$ cat src/rtl/xlat_pkg.sv
package xlat_pkg;
    typedef enum logic [2:0] {
        TR_OK       = 3'd0,
        TR_BADADDR  = 3'd1,
        TR_NOMATCH  = 3'd2,
        TR_INVALID  = 3'd3,
        TR_DIRTY    = 3'd4,
        TR_RDINH    = 3'd5,
        TR_EXINH    = 3'd6,
        TR_PRIV     = 3'd7
    } tlb_res_e;

    typedef enum logic [3:0] {
        CS_NONE    = 4'd0,
        CS_ADDR    = 4'd1,
        CS_LD_MISS = 4'd2,
        CS_ST_MISS = 4'd3,
        CS_IF_MISS = 4'd4,
        CS_MODIFY  = 4'd5,
        CS_RD_INH  = 4'd6,
        CS_EX_INH  = 4'd7,
        CS_PRIV    = 4'd8
    } cause_e;

    localparam logic [1:0] ACC_LOAD  = 2'd0;
    localparam logic [1:0] ACC_STORE = 2'd1;
endpackage

$ cat src/rtl/xlat_window.sv
module xlat_window #(
    parameter int VA_W     = 64,
    parameter int BASE_LSB = 60,
    parameter int KERN_BIT = 0,
    parameter int USER_BIT = 3
) (
    input  logic [VA_W-1:0] cfg,
    input  logic [VA_W-1:0] va,
    input  logic            user_mode,
    output logic            hit
);
    logic mode_ok;
    always_comb begin
        mode_ok = user_mode ? cfg[USER_BIT] : cfg[KERN_BIT];
        hit     = mode_ok && (cfg[VA_W-1:BASE_LSB] == va[VA_W-1:BASE_LSB]);
    end
endmodule

$ cat src/rtl/xlat_fault_enc.sv
module xlat_fault_enc
    import xlat_pkg::*;
(
    input  logic [2:0] code,
    input  logic [1:0] acc,
    output cause_e     cause,
    output logic       is_refill
);
    cause_e miss_cause;
    always_comb begin
        case (acc)
            ACC_LOAD:  miss_cause = CS_LD_MISS;
            ACC_STORE: miss_cause = CS_ST_MISS;
            default:   miss_cause = CS_IF_MISS;
        endcase
        is_refill = (code == TR_NOMATCH);
        case (code)
            TR_OK:                  cause = CS_NONE;
            TR_NOMATCH, TR_INVALID: cause = miss_cause;
            TR_DIRTY:               cause = CS_MODIFY;
            TR_RDINH:               cause = CS_RD_INH;
            TR_EXINH:               cause = CS_EX_INH;
            TR_PRIV:                cause = CS_PRIV;
            default:                cause = CS_ADDR;
        endcase
    end
endmodule

$ cat src/rtl/xlat_front.sv
module xlat_front
    import xlat_pkg::*;
#(
    parameter int VA_W       = 64,
    parameter int PA_W       = 48,
    parameter int WIN_LSB    = 60,
    parameter int PAIR_SHIFT = 15
) (
    input  logic            clk,
    input  logic            rst_n,
    input  logic            req_valid,
    input  logic [63:0]     req_va,
    input  logic [1:0]      req_acc,
    input  logic            user_mode,
    input  logic            paging_en,
    input  logic [63:0]     win0_cfg,
    input  logic [63:0]     win1_cfg,
    input  logic            dbg_hold,
    input  logic [2:0]      tlb_code,
    input  logic [47:0]     tlb_pa,
    input  logic [2:0]      tlb_perm,
    output logic            tlb_lookup,
    output logic            out_valid,
    output logic [47:0]     out_pa,
    output logic [2:0]      out_perm,
    output logic            fault_stb,
    output logic [3:0]      fault_cause,
    output logic            refill_flag,
    output logic [63:0]     badv,
    output logic [63:0]     ehi,
    output logic [63:0]     rbadv,
    output logic [63:0]     rehi
);
    localparam int NUM_WIN = 2;
    localparam int CANON_LSB = PA_W - 1;
    localparam logic [VA_W-1:0] PAIR_MASK = ~((VA_W'(1) << PAIR_SHIFT) - VA_W'(1));

    typedef struct packed {
        logic            valid;
        logic [PA_W-1:0] pa;
        logic [2:0]      perm;
        logic            fault;
        logic [3:0]      cause;
        logic            refill;
        logic [VA_W-1:0] badv;
        logic [VA_W-1:0] ehi;
        logic [VA_W-1:0] rbadv;
        logic [VA_W-1:0] rehi;
    } state_t;

    state_t st_d, st_q;

    logic [VA_W-1:0] win_cfg [NUM_WIN];
    logic [NUM_WIN-1:0] win_hit;
    assign win_cfg[0] = win0_cfg;
    assign win_cfg[1] = win1_cfg;

    for (genvar w = 0; w < NUM_WIN; w++) begin : g_win
        xlat_window #(.VA_W(VA_W), .BASE_LSB(WIN_LSB), .KERN_BIT(0), .USER_BIT(3)) u_win (
            .cfg(win_cfg[w]), .va(req_va), .user_mode(user_mode), .hit(win_hit[w])
        );
    end

    cause_e enc_cause;
    logic   enc_refill;
    xlat_fault_enc u_enc (
        .code(tlb_code), .acc(req_acc), .cause(enc_cause), .is_refill(enc_refill)
    );

    logic canon_ok;
    logic lookup_d;
    logic [VA_W-1:0] va_pair;

    always_comb begin
        canon_ok = (&req_va[VA_W-1:CANON_LSB]) || !(|req_va[VA_W-1:CANON_LSB]);
        va_pair  = req_va & PAIR_MASK;
        st_d        = st_q;
        st_d.valid  = req_valid;
        st_d.pa     = '0;
        st_d.perm   = '0;
        st_d.fault  = 1'b0;
        st_d.cause  = CS_NONE;
        lookup_d    = 1'b0;
        if (req_valid) begin
            if (!paging_en || (|win_hit)) begin
                st_d.pa   = req_va[PA_W-1:0];
                st_d.perm = 3'b111;
            end else if (!canon_ok) begin
                st_d.fault = 1'b1;
                st_d.cause = CS_ADDR;
                st_d.ehi   = va_pair;
                if (!dbg_hold) st_d.badv = req_va;
            end else begin
                lookup_d = 1'b1;
                if (tlb_code == TR_OK) begin
                    st_d.pa   = tlb_pa;
                    st_d.perm = tlb_perm;
                end else begin
                    st_d.fault = 1'b1;
                    st_d.cause = enc_cause;
                    if (enc_refill) begin
                        st_d.refill = 1'b1;
                        st_d.rbadv  = req_va;
                        st_d.rehi   = va_pair;
                    end else begin
                        st_d.ehi = va_pair;
                        if (!dbg_hold) st_d.badv = req_va;
                    end
                end
            end
        end
    end

    always_ff @(posedge clk or negedge rst_n) begin
        if (!rst_n) st_q <= '0;
        else        st_q <= st_d;
    end

    assign tlb_lookup  = lookup_d;
    assign out_valid   = st_q.valid;
    assign out_pa      = st_q.pa;
    assign out_perm    = st_q.perm;
    assign fault_stb   = st_q.fault;
    assign fault_cause = st_q.cause;
    assign refill_flag = st_q.refill;
    assign badv        = st_q.badv;
    assign ehi         = st_q.ehi;
    assign rbadv       = st_q.rbadv;
    assign rehi        = st_q.rehi;
endmodule

$ cat config.mk
export PLATFORM = sky130hd
export DESIGN_NAME = xlat_front
export DESIGN_NICKNAME = d
export VERILOG_FILES = /design/src/rtl/xlat_pkg.sv /design/src/rtl/xlat_window.sv /design/src/rtl/xlat_fault_enc.sv /design/src/rtl/xlat_front.sv
export SDC_FILE = /design/constraint.sdc
export NUM_CORES = 1
export LEC_CHECK = 0
export BUFFER_PORTS_ARGS = -buffer_cell sky130_fd_sc_hd__buf_2
export CORE_AREA = 5 5 218 220
export DETAILED_ROUTE_END_ITERATION = 7
export DIE_AREA = 0 0 223 225
export SLEW_MARGIN = 20
export SYNTH_ARGS = -nofsm -noshare
export SYNTH_HDL_FRONTEND = slang
export SYNTH_SLANG_ARGS = --single-unit
export TNS_END_PERCENT = 10
$ cat constraint.sdc
create_clock -name clk -period 3.8 [get_ports clk]
set_input_delay 0.38 -clock clk [delete_from_list [all_inputs] [get_ports clk]]
set_output_delay 0.38 -clock clk [all_outputs]
set_load 0.005 [all_outputs]
==> run summary, run 1 <==
Status: finished, final reports clean
TritonCTS clock tree: built
Final Cycle Share: 0.641
First-pass GRT wire length: 44100 um
Crit path buffers/inverters: 3
Syn-to-layout area delta: 33.5%
Cell Area, Placed: 12100 um2
Setup_tns: 0 ns
Async SR Flop Fraction: 1.00
Comb pwr share: 0.136
Max IR drop VDD: 279 uV
Postcts setup bufs: 0
Worst setup margin: 1.37 ns
Slowest-stage cell, CP: or2_2
Starting density of the core: 0.216
Row cnt: 78
Final net count: 1273
ANT nets after route: 0
Share of total power in the clock network: 0.416
Root Driver: clkbuf_16
Chip height: 225 um
Clk_skew: 0 ns
Worst hold slack: 0.0655 ns
CP dominant cell by count: buf_2
Slew @ Worst Pin: 0.899 ns
GR Util All Layers: 0.112
Switching Fraction: 0.240
Routed length per instance: 18.3 um
Residual DRC count: 0
Setup Crit Path Kind: in2out
Yosys cell types: 37
Vias in the first global route: 6960
Critical Path AT: 2.05 ns
Sequential share of the synthesized area: 0.604
Placed wire-length estimate: 22400 um
Synth Register Bits: 235
CTS sink cnt: 235
Die Wd: 223 um
CP required: 3.42 ns
Initial antenna violation count: 2
CP max FO: 23
CTS Buffer Depth: 3
First-pass DRT Iterations: 4
Share of power burned in registers: 0.448
Grt ovf: 0
DRT Wirelength: 30000 um
Slowest cell delay on critical path: 0.44 ns
Synth warnings: 0
RSZ-0062 raised after global routing: false
Cells after Synth: 638
EDFF count, synth: 0
Post-Place Setup Slack: 0.995 ns
Mean area per synthesized cell: 15.3 um2
Design Area, Final: 13000 um2
Sw power: 0.00155 W
Num ports: 569
RePlAce Congestion: 0.835
Final setup vio count: 0
Die area: 50200 um2
Core area: 45100 um2
Clock period minus worst slack: 2.43 ns
Type of origin of the critical path: primary input
Diode count: 0
P_int: 0.00491 W
Synth Cell Area: 9740 um2
Slew Limit Fails: 0
Fmax: 0.411 GHz
Max-slew headroom: 0.401
Crit. End Element: primary output
Largest net degree at the start of global routing: 115
Total number of vias: 6513
IO Port Bufs: 422
TritonCTS Buffers: 26
Later-pin clock latency in the skew report: 0.52 ns
Fin util: 0.288
Pwr dens: 497 nW/um2
Worst Hold Class: in2reg
Vias per cell: 3.98
Initial drt markers: 302
Layout cell share with drive strength beyond 1: 0.634
H-tree depth: 1
Final hold vios: 0
CP top delay family: simple AND/OR/NAND/NOR gates
Main synth FF type: dfrtp_1
Static Leak: 6.90 nW
Clk slew on worst S/H paths: 0.06 ns
Critical-path cell list: buf_2 -> xnor2_1 -> nand4_1 -> nand4_2 -> or2_2 -> inv_1 -> buf_2
MaxCap Viol Count: 0
synth_stat cells (2+ instances only):
master	instances	area [um2]
nand2_1	3	11.3
a21oi_1	3	15.0
a22o_1	48	420
and3_1	2	12.5
buf_6	8	90.1
xor2_1	2	17.5
buf_2	11	55.1
buf_4	84	631
a21boi_0	3	22.5
mux2_4	49	736
nor2_1	12	45.0
nor4_1	2	12.5
xnor2_1	7	61.3
dfrtp_1	235	5880
mux2_2	121	1360
nand4_2	2	25.0
nand3_1	5	25.0
inv_1	3	11.3
mux2_1	7	78.8
mux2i_1	2	20.0
clkbuf_1	9	33.8
nand4_1	5	31.3
routing by layer:
layer,GRT usage,wire [um]
met1,0.143,12400
met4,0.0330,688
met5,0,34
met2,0.188,14600
met3,0.0288,2280
cell families after synthesis:
| family | count (synthesis) | share of synthesized area |
|---|---|---|
| DFF | 235 | 0.604 |
| muxes | 179 | 0.226 |
| buffers and inverters | 115 | 0.0842 |
| AOI/OAI and AO/OA | 58 | 0.0511 |
| and+or+nand+nor | 41 | 0.0271 |
| xor gates and xnor gates | 9 | 0.00809 |
| other | 1 | 0.000385 |
repair_timing:
item	4_1_cts	5_1_grt
resized for setup	0	0
hold buffers	1	0
hold endpoints to repair	111	0
power by group through the flow:
stage	registers (W)	logic (W)	clock network, W
after global routing	0.00293	0.000968	0.00288
after detailed placement	0.00294	0.000905	0
after global placement	0.00293	0.000892	0
after floorplan	0.00296	0.000337	0
final	0.00289	0.000878	0.00269
after CTS	0.00290	0.000909	0.00278
layout make-up:
cell class	count	area (um2)
multi-input combinational	317	3170
clock inverter	5	100
inverter	3	11.3
clock buffer	40	825
fill	4639	32100
sequential	235	5880
timing repair buffer	436	2270
tap	600	751
flip-flops by register name, summed over array words and instances, names as in the netlist:
signal,flops
out_pa,48
fault_stb,1
fault_cause,4
ehi,49
rbadv,64
out_valid,1
refill_flag,1
out_perm,3
badv,64
stage by stage:
step                instances  total power (W)
detailed placement       1590          0.00385
floorplan                 667          0.00330
CTS                      1636          0.00659
finish                   1636          0.00646
global placement         1590          0.00382
global route             1636          0.00677
worst paths after layout:
| path | startpoint | slack [ns] | cells after the start | end |
|---|---|---|---|---|
| worst max-delay path | req_va[62] | 1.37 | 7 | tlb_lookup |
| worst min-delay path | tlb_pa[2] | 0.07 | 2 | out_pa[2] |
| worst max register to register | rbadv[32] | 2.97 | 1 | rbadv[32] |
| worst min register to register | refill_flag | 0.47 | 1 | refill_flag |
| max in group asynchronous | rst_n | 2.36 | 3 | out_pa[26] |
| min in group asynchronous | rst_n | 0.54 | 2 | badv[3] |
cell usage in the layout (no fill, tap or decap), drive strengths merged:
cell type,n
a211oi,1
a21boi,3
a21oi,3
a221oi,1
a22o,48
a41oi,1
and3,2
and4,1
buf,435
bufinv,3
clkbuf,40
clkinv,2
conb,30
dfrtp,235
dlygate4sd3,1
inv,3
mux2,177
mux2i,2
nand2,3
nand2b,1
nand3,5
nand4,7
nor2,12
nor2b,1
nor3,2
nor3b,1
nor4,4
o21a,1
or2,2
xnor2,7
xor2,2
Note: power is estimated with default switching activity, not from simulation.
==> inputs of run 2 (changes only) <==
--- a/config.mk
+++ b/config.mk
@@ -6,9 +6,9 @@
 export NUM_CORES = 1
 export LEC_CHECK = 0
 export BUFFER_PORTS_ARGS = -buffer_cell sky130_fd_sc_hd__buf_2
-export CORE_AREA = 5 5 218 220
+export CORE_AREA = 5 5 216 218
 export DETAILED_ROUTE_END_ITERATION = 7
-export DIE_AREA = 0 0 223 225
+export DIE_AREA = 0 0 221 223
 export SLEW_MARGIN = 20
 export SYNTH_ARGS = -nofsm -noshare
 export SYNTH_HDL_FRONTEND = slang
==> constraint.sdc (replaced) <==
create_clock -name clk -period 2.15 [get_ports clk]
set_input_delay 0.215 -clock clk [delete_from_list [all_inputs] [get_ports clk]]
set_output_delay 0.215 -clock clk [all_outputs]
set_load 0.005 [all_outputs]
==> run summary, run 2 (synthesis results as in run 1) <==
Status: finished, final reports clean
Layout cell share with drive strength beyond 1: 0.585
Chip height: 223 um
Crit. End Element: primary output
CP required: 1.93 ns
Later-pin clock latency in the skew report: 0.55 ns
Total number of vias: 7185
CTS Buffer Depth: 3
GR Util All Layers: 0.123
H-tree depth: 1
Diode count: 0
Final net count: 1422
Static Leak: 7.59 nW
CP startpoint: req_valid
WHS Path Cells: 2
Vias in the first global route: 7942
Slew @ Worst Pin: 0.684 ns
Row cnt: 78
TritonCTS Buffers: 28
Fmax: 0.491 GHz
Reg-to-Reg End: rbadv[42]
Pwr dens: 806 nW/um2
Final setup vio count: 0
Worst hold endpoint: badv[63]
Setup Crit Path Kind: in2out
Starting density of the core: 0.218
Critical Path AT: 1.82 ns
First-pass DRT Iterations: 4
Clk slew on worst S/H paths: 0.07 ns
Fillers: 4456
Max IR drop VDD: 540 uV
RePlAce Congestion: 0.796
Final hold vios: 0
ANT nets after route: 0
Fin util: 0.326
Die Wd: 221 um
Most frequent cells in the layout: 421 x buf_2, 235 x dfrtp_1, 121 x mux2_2, 115 x dlygate4sd3_1, 49 x mux2_4
RSZ-0062 raised after global routing: false
Final Cycle Share: 0.947
Hold_sp: req_va[63]
Placed wire-length estimate: 22100 um
Slowest cell delay on critical path: 0.52 ns
Root Driver: clkbuf_16
Initial antenna violation count: 0
Postcts setup bufs: 0
Clock period minus worst slack: 2.04 ns
Slowest-stage cell, CP: dlygate4sd3_1
Max-slew headroom: 0.544
Overall power: 0.0117 W
Critical R2R Launch: rbadv[42]
Cell Area, Placed: 12400 um2
First-pass GRT wire length: 48900 um
Core area: 44700 um2
Clk_skew: 0 ns
Design Area, Final: 14600 um2
CP max FO: 7
Placed Cells: 1623
Final Non-Filler Cells: 1788
Most common cell after layout, fill and taps aside: buf_2
Residual DRC count: 0
Syn-to-layout area delta: 49.4%
Cells on worst reg2reg path: 1
CP dominant cell by count: buf_2
DRT Wirelength: 31500 um
Routed length per instance: 17.6 um
TritonCTS clock tree: built
Vias per cell: 4.02
Worst Hold Class: in2reg
Slew Limit Fails: 0
Largest net degree at the start of global routing: 80
Setup_tns: 0 ns
Num ports: 569
Critical-path cell list: dlygate4sd3_1 -> buf_2 -> nand4_2 -> buf_4 -> or2_2 -> inv_1 -> buf_2
Initial drt markers: 337
Type of origin of the critical path: primary input
MaxCap Viol Count: 0
Die area: 49300 um2
Setup slack, reg-to-reg: 1.33 ns
IO Port Bufs: 422
CTS sink cnt: 235
Grt ovf: 0
==> run 2: cell count changes in the layout (fill, tap and decap cells not counted) <==
cell,before,now
clkinvlp_4,0,2
inv_6,0,1
nor4_2,1,2
buf_12,3,13
nor4_1,2,1
clkbuf_1,3,4
clkbuf_16,27,29
clkinv_4,0,2
clkinv_2,2,3
dlygate4sd3_1,1,115
bufinv_16,3,2
clkbuf_8,10,7
buf_4,10,33
==> run 2: stage by stage <==
step	worst slack, ns	hold WS [ns]
final	0.115	0.0415
after global routing	0.00416	0.0189
after CTS	0.105	0.00371
after detailed placement	-0.204	0.275
after global placement	-0.262	0.262
after floorplan	0.157	-0.0806
==> run 2: power breakdown <==
group	leakage [nW]	switching (W)	total (W)	internal, W
registers	3.00	0.000224	0.00512	0.00490
logic	4.12	0.000795	0.00179	0.000995
clock network	0.465	0.00189	0.00482	0.00294
==> run 2: worst max-delay path by stage <==
stage	to	slack [ns]	depth (start not counted)
after floorplan	ehi[52]	0.16	9
final	tlb_lookup	0.11	7
after global placement	out_pa[2]	-0.26	10
after global routing	tlb_lookup	0.004	9
after CTS	tlb_lookup	0.10	7
after detailed placement	out_pa[2]	-0.20	10
==> run 2: critical path, delay by kind of cell <==
family	cells	cell delay [ns]
and+or+nand+nor	2	0.51
buffers and inverters	5	1.09
==> run 2: final cells by class <==
cell class	count	area (um2)	share of cell area
clock buffers	40	837	0.0575
clock inverters	10	116	0.00799
inverters	3	11.3	0.000774
multi-input cells	317	3180	0.218
flip-flops and latches	235	5880	0.404
well taps	600	751	0.0516
repair buffers	583	3780	0.260
==> run 2: per-layer routing <==
layer	GRT usage	vias to the layer above	wire length, um
li1	-	3210	-
met1	0.145	3622	12000
met5	0	-	0
met2	0.221	305	16300
met4	0.0336	0	836
met3	0.0346	48	2250
==> run 2: what timing repair did <==
action                                 CTS  global route
gates resized for setup                  0             1
setup endpoints to repair                0             1
endpoints found under the hold margin  267             0
hold buffers                           115             0
==> inputs of run 3 (changes only) <==
--- a/config.mk
+++ b/config.mk
@@ -6,10 +6,9 @@
 export NUM_CORES = 1
 export LEC_CHECK = 0
 export BUFFER_PORTS_ARGS = -buffer_cell sky130_fd_sc_hd__buf_2
-export CORE_AREA = 5 5 216 218
+export CORE_AREA = 5 5 219 221
 export DETAILED_ROUTE_END_ITERATION = 7
-export DIE_AREA = 0 0 221 223
-export SLEW_MARGIN = 20
+export DIE_AREA = 0 0 224 226
 export SYNTH_ARGS = -nofsm -noshare
 export SYNTH_HDL_FRONTEND = slang
 export SYNTH_SLANG_ARGS = --single-unit
==> constraint.sdc (replaced) <==
create_clock -name clk -period 2.09 [get_ports clk]
set_input_delay 0.209 -clock clk [delete_from_list [all_inputs] [get_ports clk]]
set_output_delay 0.209 -clock clk [all_outputs]
set_load 0.005 [all_outputs]
==> run summary, run 3 (synthesis results as in run 1) <==
Final Cycle Share: 0.931
Static Leak: 7.58 nW
Row cnt: 79
Residual DRC count: 0
Clock period minus worst slack: 1.95 ns
Critical Path AT: 1.74 ns
First-pass DRT Iterations: 4
TritonCTS Buffers: 27
Clk_skew: 0 ns
DRT Wirelength: 30900 um
Num ports: 569
CP max FO: 7
RSZ-0062 raised after global routing: false
Clk slew on worst S/H paths: 0.06 ns
H-tree depth: 1
Core area: 46000 um2
Setup Crit Path Kind: in2out
CTS Buffer Depth: 3
Comb pwr share: 0.152
TritonCTS clock tree: built
Vias per cell: 4.01
Vias in the first global route: 7909
Initial antenna violation count: 1
Most common cell after layout, fill and taps aside: buf_2
CP required: 1.88 ns
MaxCap Viol Count: 0
Pwr dens: 827 nW/um2
Later-pin clock latency in the skew report: 0.55 ns
Status: finished, final reports clean
CTS sink cnt: 235
Type of origin of the critical path: primary input
Syn-to-layout area delta: 49.6%
Cells on worst reg2reg path: 1
Sw power: 0.00291 W
Fmax: 0.514 GHz
Total number of vias: 7183
First-pass GRT wire length: 46500 um
GR Util All Layers: 0.115
Grt ovf: 0
Switching Fraction: 0.241
Layout cell share with drive strength beyond 1: 0.583
ANT nets after route: 0
Final hold vios: 0
Final net count: 1420
Crit. End Element: primary output
WHS Path Cells: 3
Slew Limit Fails: 0
Root Driver: clkbuf_16
Largest net degree at the start of global routing: 63
Worst hold slack: 0.0594 ns
Die Wd: 224 um
Final Non-Filler Cells: 1792
Worst Hold Class: in2reg
Routed length per instance: 17.2 um
Final setup vio count: 0
Initial drt markers: 276
Starting density of the core: 0.212
Share of total power in the clock network: 0.411
Max IR drop VDD: 565 uV
Setup_tns: 0 ns
RePlAce Congestion: 0.820
Chip height: 226 um
Most frequent cells in the layout: 420 x buf_2, 235 x dfrtp_1, 121 x mux2_2, 117 x dlygate4sd3_1, 49 x mux2_4
Die area: 50600 um2
Share of power burned in registers: 0.437
Design Area, Final: 14600 um2
Placed wire-length estimate: 22200 um
P_int: 0.00915 W
IO Port Bufs: 422
Cell Area, Placed: 12400 um2
Placed Cells: 1627
## run 3: cell count changes in the layout (fill, tap and decap cells not counted), moves of 2 or more
| cell | before | now |
|---|---|---|
| buf_4 | 33 | 30 |
| bufinv_16 | 2 | 4 |
| clkbuf_16 | 29 | 27 |
| clkinv_4 | 2 | 0 |
| dlygate4sd3_1 | 115 | 117 |
| nor4_2 | 2 | 0 |
| nor4_4 | 1 | 3 |
## run 3: layer usage
metal | vias to the layer above | track usage | part of all wire
met1 | 3572 | 0.131 | 0.38
met4 | 0 | 0.0457 | 0.042
met2 | 330 | 0.200 | 0.49
met5 | - | 0 | 0
li1 | 3206 | - | -
met3 | 75 | 0.0399 | 0.093
## run 3: stage by stage
step / setup slack [ns] / util / power [W]
after floorplan: 0.103 / - / 0.00600
after detailed placement: -0.348 / 0.270 / 0.00703
after CTS: 0.00515 / 0.317 / 0.0123
after global placement: -0.376 / 0.270 / 0.00699
after global routing: 0.0545 / 0.317 / 0.0127
final: 0.144 / 0.317 / 0.0121
## run 3: path summary, 6_finish.rpt
path                                  start          end  slack, ns
max in group asynchronous             rst_n    rbadv[37]       1.20
worst min-delay path             req_va[48]     badv[48]       0.06
min in group asynchronous             rst_n     badv[57]       0.17
worst min register to register  refill_flag  refill_flag       0.46
worst max register to register    rbadv[43]    rbadv[43]       1.25
worst max-delay path              req_valid   tlb_lookup       0.14
## run 3: power groups by stage
stage               combinational [W]  sequential (W)  clock (W)
global placement              0.00165         0.00533          0
global route                  0.00200         0.00532    0.00534
detailed placement            0.00169         0.00535          0
CTS                           0.00186         0.00527    0.00515
floorplan                    0.000613         0.00538          0
finish                        0.00183         0.00527    0.00496
## run 3: final cells by class
cell class	count	area, um2
Clock buffer	38	787
Inverter	3	11.3
Clock inverter	9	150
Tap cell	607	759
Multi-Input combinational cell	317	3200
Antenna cell	1	2.50
Sequential cell	235	5880
Fill cell	4542	31400
Timing Repair Buffer	582	3780
## run 3: timing repair
item,in CTS,in global routing
hold buffers,117,0
gates resized for setup,4,2
pin swaps,1,1
setup buffers,0,1
endpoints found under the setup margin,1,1
endpoints found under the hold margin,297,0
## run 3: critical path: stages
cell and delay, ns:
dlygate4sd3_1 0.52, clkbuf_4 0.20, nand4_2 0.18, buf_4 0.21, or2_4 0.26, inv_1 0.06, buf_2 0.10
